===== src/rtl/serrx_pkg.sv =====
package serrx_pkg;
   localparam int unsigned RX_DW  = 8;
   localparam int unsigned RX_OSR = 16;

   typedef enum logic [1:0] {
      RX_IDLE  = 2'd0,
      RX_START = 2'd1,
      RX_DATA  = 2'd2,
      RX_STOP  = 2'd3
   } rx_state_e;

   function automatic logic maj3(input logic a, input logic b, input logic c);
      return (a & b) | (a & c) | (b & c);
   endfunction
endpackage


===== src/rtl/serrx_sync.sv =====
module serrx_sync #(
   parameter int STAGES = 2
) (
   input  logic clk,
   input  logic rst_n,
   input  logic clr,
   input  logic d,
   output logic q
);
   if (STAGES < 2) begin : g_bad
      $error("serrx_sync: STAGES must be at least 2");
   end

   logic [STAGES-1:0] ff;

   always_ff @(posedge clk or negedge rst_n) begin
      if (!rst_n)   ff <= '1;
      else if (clr) ff <= '1;
      else          ff <= {ff[STAGES-2:0], d};
   end

   assign q = ff[STAGES-1];
endmodule


===== src/rtl/serrx_deser.sv =====
module serrx_deser
   import serrx_pkg::*;
#(
   parameter int DW  = RX_DW,
   parameter int OSR = RX_OSR
) (
   input  logic        clk,
   input  logic        rst_n,
   input  logic        run,
   input  logic        tick,
   input  logic        rxd,
   input  logic        nine,
   output logic        done,
   output logic [DW:0] word,
   output logic        ferr
);
   localparam int CW = $clog2(OSR);
   localparam int BW = $clog2(DW + 1);
   localparam logic [CW-1:0] PH_A   = CW'(OSR/2 - 1);
   localparam logic [CW-1:0] PH_B   = CW'(OSR/2);
   localparam logic [CW-1:0] PH_C   = CW'(OSR/2 + 1);
   localparam logic [CW-1:0] PH_END = CW'(OSR - 1);

   if (OSR < 8 || (1 << CW) != OSR) begin : g_bad_osr
      $error("serrx_deser: OSR must be a power of two, at least 8");
   end
   if (DW < 2) begin : g_bad_dw
      $error("serrx_deser: DW must be at least 2");
   end

   rx_state_e     st;
   logic [CW-1:0] cnt;
   logic [1:0]    vote;
   logic [BW-1:0] idx;
   logic [DW:0]   sh;
   logic          bitv;
   logic [BW-1:0] last_idx;

   assign bitv     = maj3(vote[0], vote[1], rxd);
   assign last_idx = nine ? BW'(DW) : BW'(DW - 1);

   always_ff @(posedge clk or negedge rst_n) begin
      if (!rst_n) begin
         st <= RX_IDLE; cnt <= '0; vote <= '0; idx <= '0;
         sh <= '0; done <= 1'b0; ferr <= 1'b0;
      end else begin
         done <= 1'b0;
         if (!run) begin
            st  <= RX_IDLE;
            cnt <= '0;
         end else if (tick) begin
            if (st == RX_IDLE) begin
               if (!rxd) begin
                  st  <= RX_START;
                  cnt <= CW'(1);
                  idx <= '0;
                  sh  <= '0;
               end
            end else begin
               cnt <= (cnt == PH_END) ? '0 : cnt + 1'b1;
               if (cnt == PH_A) vote[0] <= rxd;
               if (cnt == PH_B) vote[1] <= rxd;
               unique case (st)
                  RX_START: begin
                     if (cnt == PH_C && bitv) st <= RX_IDLE;
                     else if (cnt == PH_END)  st <= RX_DATA;
                  end
                  RX_DATA: begin
                     if (cnt == PH_C) sh[idx] <= bitv;
                     if (cnt == PH_END) begin
                        if (idx == last_idx) st <= RX_STOP;
                        else                 idx <= idx + 1'b1;
                     end
                  end
                  RX_STOP: begin
                     if (cnt == PH_C) begin
                        done <= 1'b1;
                        ferr <= ~bitv;
                        st   <= RX_IDLE;
                     end
                  end
                  default: st <= RX_IDLE;
               endcase
            end
         end
      end
   end

   assign word = sh;

   AST_DONE_PULSE: assert property (@(posedge clk) disable iff (!rst_n)
      done |=> !done);
   AST_HALT_NO_CHAR: assert property (@(posedge clk) disable iff (!rst_n)
      !run |=> !done);
endmodule


===== src/rtl/serrx_fifo.sv =====
module serrx_fifo #(
   parameter int W     = 10,
   parameter int DEPTH = 2
) (
   input  logic                       clk,
   input  logic                       rst_n,
   input  logic                       clr,
   input  logic                       push,
   input  logic [W-1:0]               din,
   input  logic                       pop,
   output logic [W-1:0]               dout,
   output logic                       empty,
   output logic                       full,
   output logic [$clog2(DEPTH+1)-1:0] level
);
   localparam int AW = (DEPTH > 1) ? $clog2(DEPTH) : 1;
   localparam int LW = $clog2(DEPTH + 1);

   if (DEPTH < 2 || (1 << AW) != DEPTH) begin : g_bad
      $error("serrx_fifo: DEPTH must be a power of two, at least 2");
   end

   logic [W-1:0]  mem [DEPTH];
   logic [AW-1:0] wp, rp;
   logic          do_pop;

   assign empty  = (level == '0);
   assign full   = (level == LW'(DEPTH));
   assign do_pop = pop & ~empty;
   assign dout   = mem[rp];

   always_ff @(posedge clk or negedge rst_n) begin
      if (!rst_n) begin
         wp <= '0; rp <= '0; level <= '0;
      end else if (clr) begin
         wp <= '0; rp <= '0; level <= '0;
      end else begin
         if (push)   wp <= wp + 1'b1;
         if (do_pop) rp <= rp + 1'b1;
         level <= level + LW'(push) - LW'(do_pop);
      end
   end

   for (genvar i = 0; i < DEPTH; i++) begin : g_slot
      always_ff @(posedge clk or negedge rst_n) begin
         if (!rst_n)                             mem[i] <= '0;
         else if (push && wp == AW'(i) && !clr)  mem[i] <= din;
      end
   end

   AST_NO_OVERFLOW: assert property (@(posedge clk) disable iff (!rst_n)
      push |-> !full);
   AST_POP_STEP: assert property (@(posedge clk) disable iff (!rst_n)
      (pop && !empty && !push && !clr) |=> (level == $past(level) - 1'b1));
endmodule


===== src/rtl/serrx_core.sv =====
module serrx_core
   import serrx_pkg::*;
#(
   parameter int DW      = RX_DW,
   parameter int OSR     = RX_OSR,
   parameter int DEPTH   = 2,
   parameter int SYNC_FF = 2
) (
   input  logic          clk,
   input  logic          rst_n,
   input  logic          port_en_i,
   input  logic          rx_en_i,
   input  logic          nine_bit_i,
   input  logic          addr_det_i,
   input  logic          rxd_i,
   input  logic          tick_i,
   input  logic          rd_i,
   output logic [DW-1:0] dat_o,
   output logic          bit9_o,
   output logic          frm_err_o,
   output logic          ovr_err_o,
   output logic          irq_o
);
   localparam int EW = DW + 2;
   localparam int LW = $clog2(DEPTH + 1);

   logic          rxd_s, run, done, ferr, accept, push, ovr_q;
   logic [DW:0]   word;
   logic [EW-1:0] head;
   logic          empty, full;
   logic [LW-1:0] level;

   assign run = port_en_i & rx_en_i;

   serrx_sync #(.STAGES(SYNC_FF)) i_sync (
      .clk(clk), .rst_n(rst_n), .clr(~port_en_i), .d(rxd_i), .q(rxd_s)
   );

   serrx_deser #(.DW(DW), .OSR(OSR)) i_deser (
      .clk(clk), .rst_n(rst_n), .run(run), .tick(tick_i), .rxd(rxd_s),
      .nine(nine_bit_i), .done(done), .word(word), .ferr(ferr)
   );

   assign accept = done & (~(nine_bit_i & addr_det_i) | word[DW]);
   assign push   = accept & ~full & ~ovr_q & port_en_i;

   always_ff @(posedge clk or negedge rst_n) begin
      if (!rst_n)              ovr_q <= 1'b0;
      else if (!run)           ovr_q <= 1'b0;
      else if (accept && full) ovr_q <= 1'b1;
   end

   serrx_fifo #(.W(EW), .DEPTH(DEPTH)) i_fifo (
      .clk(clk), .rst_n(rst_n), .clr(~port_en_i), .push(push),
      .din({ferr, word}), .pop(rd_i), .dout(head),
      .empty(empty), .full(full), .level(level)
   );

   assign dat_o     = empty ? '0 : head[DW-1:0];
   assign bit9_o    = empty ? 1'b0 : head[DW];
   assign frm_err_o = empty ? 1'b0 : head[DW+1];
   assign ovr_err_o = ovr_q;
   assign irq_o     = ~empty;

   AST_DISABLED_QUIET: assert property (@(posedge clk) disable iff (!rst_n)
      !port_en_i |=> (!irq_o && !ovr_err_o && dat_o == '0));
   AST_ADDR_DROP: assert property (@(posedge clk) disable iff (!rst_n)
      (done && nine_bit_i && addr_det_i && !word[DW] && !rd_i && run)
      |=> (level == $past(level) && ovr_err_o == $past(ovr_err_o)));
   AST_NO_LOAD_IN_OVR: assert property (@(posedge clk) disable iff (!rst_n)
      (ovr_q && port_en_i && !rd_i) |=> (level <= $past(level)));
   AST_OVR_STICKY: assert property (@(posedge clk) disable iff (!rst_n)
      (ovr_q && run) |=> ovr_err_o);
endmodule


===== config.mk =====
export PLATFORM = sky130hd
export DESIGN_NAME = serrx_core
export DESIGN_NICKNAME = d
export VERILOG_FILES = /design/src/rtl/serrx_pkg.sv /design/src/rtl/serrx_sync.sv /design/src/rtl/serrx_deser.sv /design/src/rtl/serrx_fifo.sv /design/src/rtl/serrx_core.sv
export SDC_FILE = /design/constraint.sdc
export NUM_CORES = 1
export LEC_CHECK = 0
export BUFFER_PORTS_ARGS = -buffer_cell sky130_fd_sc_hd__buf_2
export CAP_MARGIN = 15
export CORE_UTILIZATION = 55
export DETAILED_ROUTE_END_ITERATION = 8
export MAX_ROUTING_LAYER = met4
export PLACE_DENSITY = 0.74
export SLEW_MARGIN = 10
export SYNTH_ARGS = -nofsm -noshare
export SYNTH_HDL_FRONTEND = slang
export SYNTH_HIERARCHICAL = 1
export SYNTH_SLANG_ARGS = --single-unit
export TNS_END_PERCENT = 100

===== constraint.sdc =====
create_clock -name clk -period 3.98 [get_ports clk]
set_input_delay 0 -clock clk [delete_from_list [all_inputs] [get_ports clk]]
set_output_delay 0 -clock clk [all_outputs]
set_load 0.05 [all_outputs]

# Word-level counts from Yosys, hierarchy flattened
# Index checks and enable logic that the tools add are counted.
[totals] reg_bits=50 out_inout_bits=12 input_bits=9 wordCells=131
[op_classes] magnitude_cmp=3 mux=47 add_sub_neg=6 n_eq_ne=20 n_reduce_logical=19 n_bitwise=21
[ops] operator="$mux 4" count=11
[ops] operator="$mux 9" count=4
[ops] operator="$mux 10" count=3
[ops] operator="$mux 2" count=11
[ops] operator="$mux 1" count=14
[ops] operator="$eq 4x4->1 const B" count=3
[ops] operator="$ne 4x4->1 const B" count=3
[ops] operator="$reduce_and 6->1" count=2
[ops] operator="$and 1x1->1" count=10
[ops] operator="$reduce_and 5->1" count=2
[ops] operator="$bwmux 9" count=1
[ops] operator="$add 4x1->4 const B" count=2
[ops] operator="$mux 8" count=1
[ops] operator="$reduce_and 4->1" count=2
[ops] operator="$logic_and 1x1->1" count=7
[ops] operator="$not 1->1" count=7
[ops] operator="$eq 2x2->1 const B" count=3
[ops] operator="$ne 2x1->1 const B" count=3
[ops] operator="$ne 2x2->1 const B" count=3
[ops] operator="$pmux 2 s3" count=1
[ops] operator="$reduce_bool 2->1" count=3
[ops] operator="$lt 4x5->1 const B" count=1
[ops] operator="$ne 5x5->1 const B" count=1
[ops] operator="$demux 1 s4" count=1
[ops] operator="other kinds (13)" count=17

# Depth between registers and ports, before layout
# Gate-level depths: netlist (run 1).
[logic_depth] ltp_word=10 mapped_depth=9 depth_no_buf=7

# Hierarchy
# Netlist (run 1), hierarchy kept.
[by_module_without_submodules] module="serrx_deser" area_per_inst_um2=1428.9 n_inst=1 seq_area_each_um2=575.6 cells_each=148
[by_module_without_submodules] module="serrx_fifo" area_per_inst_um2=1144.8 n_inst=1 seq_area_each_um2=600.6 cells_each=74
[by_module_without_submodules] module="serrx_core" area_per_inst_um2=146.4 n_inst=1 seq_area_each_um2=25.0 cells_each=20
[by_module_without_submodules] module="serrx_sync" area_per_inst_um2=65.1 n_inst=1 seq_area_each_um2=52.6 cells_each=4

# Least setup slack after synthesis (run 1)
# OpenSTA, ideal clock, no wires.
[synth_timing] kind="register to register" start="register ovr_q, in the netlist ovr_err_o" end="register i_fifo/mem[10] (netlist name)" t_required_ps=3855 stages_incl_launch_ff=5 setup_time_ps=125 n_path_buf=1 arrival_time_ps=1716 period_less_slack_ps=1840 setup_slack_ps=2140 cell_sequence="dfrtp_1 -> nor4_2 -> nor3b_2 -> buf_6 -> mux2_2"
[synth_between] elab_chain_len=5
[synth_rtl] element="from (decl)" line_no="serrx_core.sv:27" source="logic rxd_s, run, done, ferr, accept, push, ovr_q;"
[synth_rtl] element="from (signal assigned)" line_no="serrx_core.sv:48" source="if (!rst_n) ovr_q <= 1'b0;"
[synth_rtl] element="from (signal assigned)" line_no="serrx_core.sv:49" source="else if (!run) ovr_q <= 1'b0;"
[synth_rtl] element="from (signal assigned)" line_no="serrx_core.sv:50" source="else if (accept && full) ovr_q <= 1'b1;"
[synth_rtl] element="$not 1->1" line_no="serrx_core.sv:45" source="assign push = accept & ~full & ~ovr_q & port_en_i;"
[synth_rtl] element="$and 1x1->1 (2 in series)" line_no="serrx_core.sv:45"
[synth_rtl] element="named net push" line_no="serrx_core.sv:27"
[synth_rtl] element="$logic_and 1x1->1 (2 in series)" line_no="serrx_fifo.sv:47" source="else if (push && wp == AW'(i) && !clr) mem[i] <= din;"
[synth_rtl] element="to (signal, indexed assignment)" line_no="serrx_fifo.sv:47"
[synth_rtl] element="to (decl)" line_no="serrx_fifo.sv:23" source="logic [W-1:0] mem [DEPTH];"
# The timed path passes the listed nets, and every way through them passes these cells.
# A chain may end at the register's enable or synchronous reset.

# Worst setup path after layout (run 1)
[layout_timing] start="register i_fifo.level[1]" end="register i_fifo/mem[14] (netlist name)"
[layout_between] elab_chain_len=7
[layout_rtl] element="from (decl)" line_no="serrx_fifo.sv:14" source="output logic [$clog2(DEPTH+1)-1:0] level"
[layout_rtl] element="from (signal assigned)" line_no="serrx_fifo.sv:40" source="level <= level + LW'(push) - LW'(do_pop);"
[layout_rtl] element="$eq 2x2->1" line_no="serrx_fifo.sv:28" source="assign full = (level == LW'(DEPTH));"
[layout_rtl] element="named net full" line_no="serrx_core.sv:30" source="logic empty, full;"
[layout_rtl] element="$not 1->1" line_no="serrx_core.sv:45"
[layout_rtl] element="$and 1x1->1 (3 in series)" line_no="serrx_core.sv:45"
[layout_rtl] element="named net push" line_no="serrx_core.sv:27"
[layout_rtl] element="$logic_and 1x1->1 (2 in series)" line_no="serrx_fifo.sv:47"
# The timed path passes the listed nets, and every way through them passes these cells.

==> reports/summary.txt, run 1 <==
status: finished, final reports clean
final slew viol count: 0
worst r2r path cells: 4
Final Net Count: 293
fin cells: 339
Main synth FF type: dfrtp_1
Setup Viol. Count Final: 0
final WL: 4.87 mm
total gr overflow: 0
sequential area share after synthesis: 45.0%
clk sinks: 50
chip width: 73.2 um
Initial Utilization: 58.2%
reg-to-reg endpoint: i_fifo/mem[14]
PostCTS Resize Cnt: 0
drc violations: 0
RR Startpoint: i_fifo/level[1]
Ports: 21
CP startpoint: i_fifo/level[1]
area leader, netlist: dfrtp_1
Mapped Cells: 246
initial antenna violation count: 0
die area: 5350 um^2
syn avg cell area: 11.3 um^2
final hold viol count: 0
leakage power: 1.51 nW
setup TNS: 0 ns
slew at the pin closest to its max-slew limit: 0.787 ns
synth warn: 6
TritonCTS Buffers: 5
drt pass-1 iters: 4
Placed Cells: 326
CTS Buffer Depth: 2
Synth Cell Area: 2790 um^2
via count: 1832
ranking of synthesized cells by area: dfrtp_1 (43%), mux2_2 (9.7%), mux2_4 (5.9%)
DP HPWL: 3.44 mm
Critical Path RT: 4.17 ns
RSZ-0062 raised after global routing: false
largest net degree at the start of global routing: 51
EDFF count, synth: 0
share of layout cells above drive strength 1: 29.0%
CP endpoint kind: register
worst-path fanout max: 10
fillcell total: 383
antenna viol nets, final: 0
Detailed Route Iter0 Violations: 84
max_cap viols: 0
first-pass GRT wire length: 8.55 mm
IO Port Bufs: 20
Hold Path Depth: 3
Final Skew: 0.00620 ns
row cnt: 25
Area Growth Syn to Fin: 10.5%
core area: 4790 um^2
Max VDD drop: 0.172 mV
Setup crit start kind: register
Post-CTS Setup Inserts: 0
Die Height: 73.2 um
total number of H-tree levels: 2
Synth Register Bits: 50
CTS tree: yes
placer congestion estimate: 0.832
Max Clk Rate: 0.434 GHz
Distinct cells, synth: 48
Async SR Flop Fraction: 100%
insertion delay to the later sink of the worst-skew pair: 0.30 ns
n_diodes: 0
Tmin final: 2.30 ns
Post-Syn Nets: 268
Reg clk slew, reported paths: 0.09 ns
number of global-route vias before repair: 1732
Post-CTS Hold Fix Bufs: 4
Clock Root Buffer: clkbuf_8
vias per cell: 5.40
worst rel slew slack: 47.3%
Cell Pwr Density: 316 nW/um^2
routed len/inst: 14.4 um
Worst EP arrival: 2.50 ns
crit share post-route: 57.9%
crit path kind: reg -> reg
FF-to-FF setup slack: 1.68 ns
worst min path class: in -> reg
GR Util All Layers: 21.9%
worst setup path end: i_fifo/mem[14]
share of Yosys cell area claimed by the top area cell type: 43.1%
Hold Slack: 0.0263 ns
## cells in the mapped netlist (3+ instances only)
cell / instances
buf_2: 4
o21ai_1: 3
ha_1: 13
nand4_1: 3
dfrtp_1: 48
o21ai_0: 11
and2_1: 6
and3_1: 3
nor3b_2: 3
nand3_1: 3
mux2_4: 11
a21oi_1: 5
mux2_2: 24
mux2i_1: 8
nor2b_1: 13
inv_1: 12
nor2_1: 9
nand2_1: 26
## cells in the final DEF, fill, tap and decap left out, types with 2 or more instances in the layout
| cell type | count |
|---|---|
| a21oi_1 | 5 |
| clkbuf_8 | 6 |
| xnor2_1 | 2 |
| o21ai_1 | 3 |
| nor3_1 | 2 |
| nand4_1 | 3 |
| dfstp_2 | 2 |
| and3_1 | 3 |
| nor4_2 | 2 |
| dlygate4sd3_1 | 4 |
| mux2_2 | 24 |
| nand2b_1 | 2 |
| and2_1 | 6 |
| mux2i_1 | 8 |
| or2_1 | 2 |
| mux2_4 | 11 |
| ha_1 | 13 |
| nand3b_1 | 2 |
| nor2b_1 | 13 |
| nor3b_2 | 3 |
| and3b_1 | 2 |
| and2b_2 | 2 |
| nand2_1 | 26 |
| buf_2 | 20 |
| nor2_1 | 9 |
| a31oi_1 | 2 |
| o21ai_0 | 11 |
| nand3_1 | 3 |
| inv_1 | 12 |
| dfrtp_1 | 48 |
## layer usage
layer | track usage, % | vias up | part of all wire (%)
met1 | 30.8 | 895 | 49
met2 | 31.0 | 21 | 46
li1 | - | 908 | -
met5 | - | - | 0
met3 | 4.56 | 8 | 3.2
met4 | 8.50 | 0 | 1.7
## through the flow
stage / power [mW] / util, % / instance area [um^2] / worst slack (ns)
finish: 0.973 / 64.3 / 3080 / 1.68
global route: 1.02 / 64.3 / 3080 / 1.54
floorplan: 0.640 / - / 2790 / 2.14
detailed placement: 0.677 / 61.1 / 2920 / 1.67
CTS: 0.984 / 63.9 / 3060 / 1.66
global placement: 0.674 / 61.1 / 2920 / 1.76
## flip-flops by register name, summed over array words and instances, names as in the netlist
signal and cells:
i_fifo/wp 1, i_fifo/mem 20, i_deser/done 1, i_fifo/rp 1, ovr_err_o 1, i_deser/st 2, i_deser/vote 2, i_deser/idx 4
i_sync/ff 2, i_deser/word 9, i_deser/cnt 4, i_fifo/level 2, i_deser/ferr 1
## area by class of cell
class | instances | area [um^2] | share of cell area, %
inverters | 12 | 45.0 | 1.46
flip-flops and latches | 50 | 1250 | 40.7
clock inverters | 2 | 12.5 | 0.407
clock buffers | 6 | 82.6 | 2.68
repair buffers | 25 | 160 | 5.20
multi-input cells | 177 | 1440 | 46.8
well taps | 67 | 83.8 | 2.72
## how the worst min path moves through the flow
stage | start | endpoint | slack (ns)
2_1_floorplan | rst_n | i_deser/cnt[0] | -0.30
3_3_place_gp | rxd_i | i_sync/ff[0] | 0.19
3_5_place_dp | rxd_i | i_sync/ff[0] | 0.19
4_1_cts | tick_i | i_deser/cnt[1] | 0.008
5_1_grt | tick_i | i_deser/cnt[1] | 0.05
6_report | tick_i | i_deser/cnt[1] | 0.03
## where the power goes
group	switching [mW]	internal (mW)
clock	0.163	0.140
sequential	0.0165	0.519
combinational	0.0812	0.0532
## cells by family after synthesis
kind of cell / synth area share [%]
buf+inv: 3.28
fa+ha+maj: 6.24
simple gates: 17.3
xor+xnor: 1.44
flops: 45.0
mux: 18.5
compound gates: 8.27
## critical path, cell delays in order, from the launching register on
cell	delay, ns
dfrtp_1	0.41
nor2b_1	0.17
nor4_2	0.47
nor3b_2	0.74
mux2_2	0.41
Note: power is estimated with default switching activity, not from simulation.
==> inputs of run 2 (changes only) <==
clock period = 2.4 ns   (was 3.98 ns; I/O delays follow)
==> reports/summary.txt, run 2 (synthesis results as in run 1) <==
final slew viol count: 0
worst-path fanout max: 10
max reg flops: 20
CP Cell Sequence: nor2b_1, nor4_2, nor3b_2, buf_4, mux2_2
Worst Hold Launch: port_en_i
chip width: 73.2 um
initial antenna violation count: 0
max_cap viols: 0
multi-input logic area: 1440 um^2
worst min path class: in -> reg
CP startpoint: i_fifo/level[1]
fillcell total: 399
Setup Viol. Count Final: 0
crit share post-route: 82.0%
Initial Utilization: 58.2%
routed len/inst: 14.9 um
Placed Cells: 330
TritonCTS Buffers: 5
number of global-route vias before repair: 1799
die area: 5350 um^2
clk sinks: 50
IO Port Bufs: 20
Seq. cell area: 1250 um^2
Slowest cell on crit path: nor4_2
Max VDD drop: 0.308 mV
core area: 4790 um^2
GR Util All Layers: 22.2%
Layout Utilization: 65.1%
largest net degree at the start of global routing: 29
most common cell after layout, fill and taps aside: dfrtp_1
share of layout cells above drive strength 1: 29.7%
FF-to-FF setup slack: 0.43 ns
Design Power: 1.71 mW
most frequent cells in the layout: dfrtp_1 (48), nand2_1 (26), mux2_2 (24), buf_2 (20)
insertion delay to the later sink of the worst-skew pair: 0.30 ns
CTS Buffer Depth: 2
n_diodes: 0
final hold viol count: 0
row cnt: 25
Area Growth Syn to Fin: 11.9%
Die Height: 73.2 um
RSZ-0062 raised after global routing: false
worst rel slew slack: 50.0%
leakage power: 1.53 nW
via count: 1873
Final Skew: 0.00459 ns
Final Net Count: 297
CTS tree: yes
Ports: 21
placed inst area: 2950 um^2
RR Startpoint: i_fifo/level[1]
Max Clk Rate: 0.508 GHz
Cell Pwr Density: 548 nW/um^2
vias per cell: 5.46
Critical Path RT: 2.59 ns
slew at the pin closest to its max-slew limit: 0.748 ns
placer congestion estimate: 0.867
final WL: 5.10 mm
first-pass GRT wire length: 8.67 mm
fin cells: 343
DP HPWL: 3.67 mm
total gr overflow: 0
drt pass-1 iters: 4
crit path kind: reg -> reg
antenna viol nets, final: 0
Setup crit start kind: register
setup TNS: 0 ns
Clock Root Buffer: clkbuf_8
slowest stage delay, CP: 0.47 ns
drc violations: 0
CP endpoint kind: register
Worst EP arrival: 2.16 ns
Detailed Route Iter0 Violations: 120
Non-Filler Cell Area, Final: 3120 um^2
Reg clk slew, reported paths: 0.09 ns
total number of H-tree levels: 2
Largest Register: i_fifo/mem
Tmin final: 1.97 ns
status: finished, final reports clean
PostCTS Resize Cnt: 0
run 2: through the flow:
step | hold slack (ns) | setup slack (ns)
2_1_floorplan | -0.296 | 0.560
3_3_place_gp | 0.0646 | 0.464
3_5_place_dp | 0.0657 | 0.439
4_1_cts | 0.0652 | 0.412
5_1_grt | 0.0926 | 0.300
6_report | 0.0747 | 0.432
run 2: final timing paths:
kind	to	cells past startpoint
max	i_fifo/mem[10]	5
min	i_fifo/wp	3
max reg2reg	i_fifo/mem[10]	5
min reg2reg	i_fifo/mem[19]	1
max in group asynchronous	i_deser/word[8]	3
min in group asynchronous	i_deser/cnt[1]	2
run 2: layer usage:
metal  wire length, um  share of wire, %  global-route usage [%]
met2              2360                46                    33.2
met3               206               4.0                    4.14
met4                44              0.86                    8.28
met5                 0                 0                       -
met1              2490                49                    30.2
run 2: cell type report:
| type | instances | area share, % |
|---|---|---|
| clock buffers | 5 | 2.21 |
| repair buffers | 29 | 5.78 |
| clock inverters | 3 | 1.45 |
| well taps | 67 | 2.69 |
| inverters | 12 | 1.45 |
| flip-flops and latches | 50 | 40.2 |
| multi-input cells | 177 | 46.2 |
run 2: what timing repair did:
action,CTS,global route
buffers inserted,0,0
hold endpoints to repair,28,0
hold buffers,5,0
run 2: power by group:
| part | leakage (nW) | switching (mW) | internal (mW) |
|---|---|---|---|
| clock network | 0.0504 | 0.281 | 0.310 |
| registers | 0.682 | 0.0283 | 0.861 |
| logic | 0.799 | 0.139 | 0.0889 |
| total | 1.53 | 0.448 | 1.26 |
run 2: critical path: cells and delay by family, from the launching register on:
kind / cells / cell delay [ns]
flip-flops: 1 / 0.41
AND/OR/NAND/NOR: 3 / 0.88
buffers and inverters: 1 / 0.21
multiplexers: 1 / 0.36
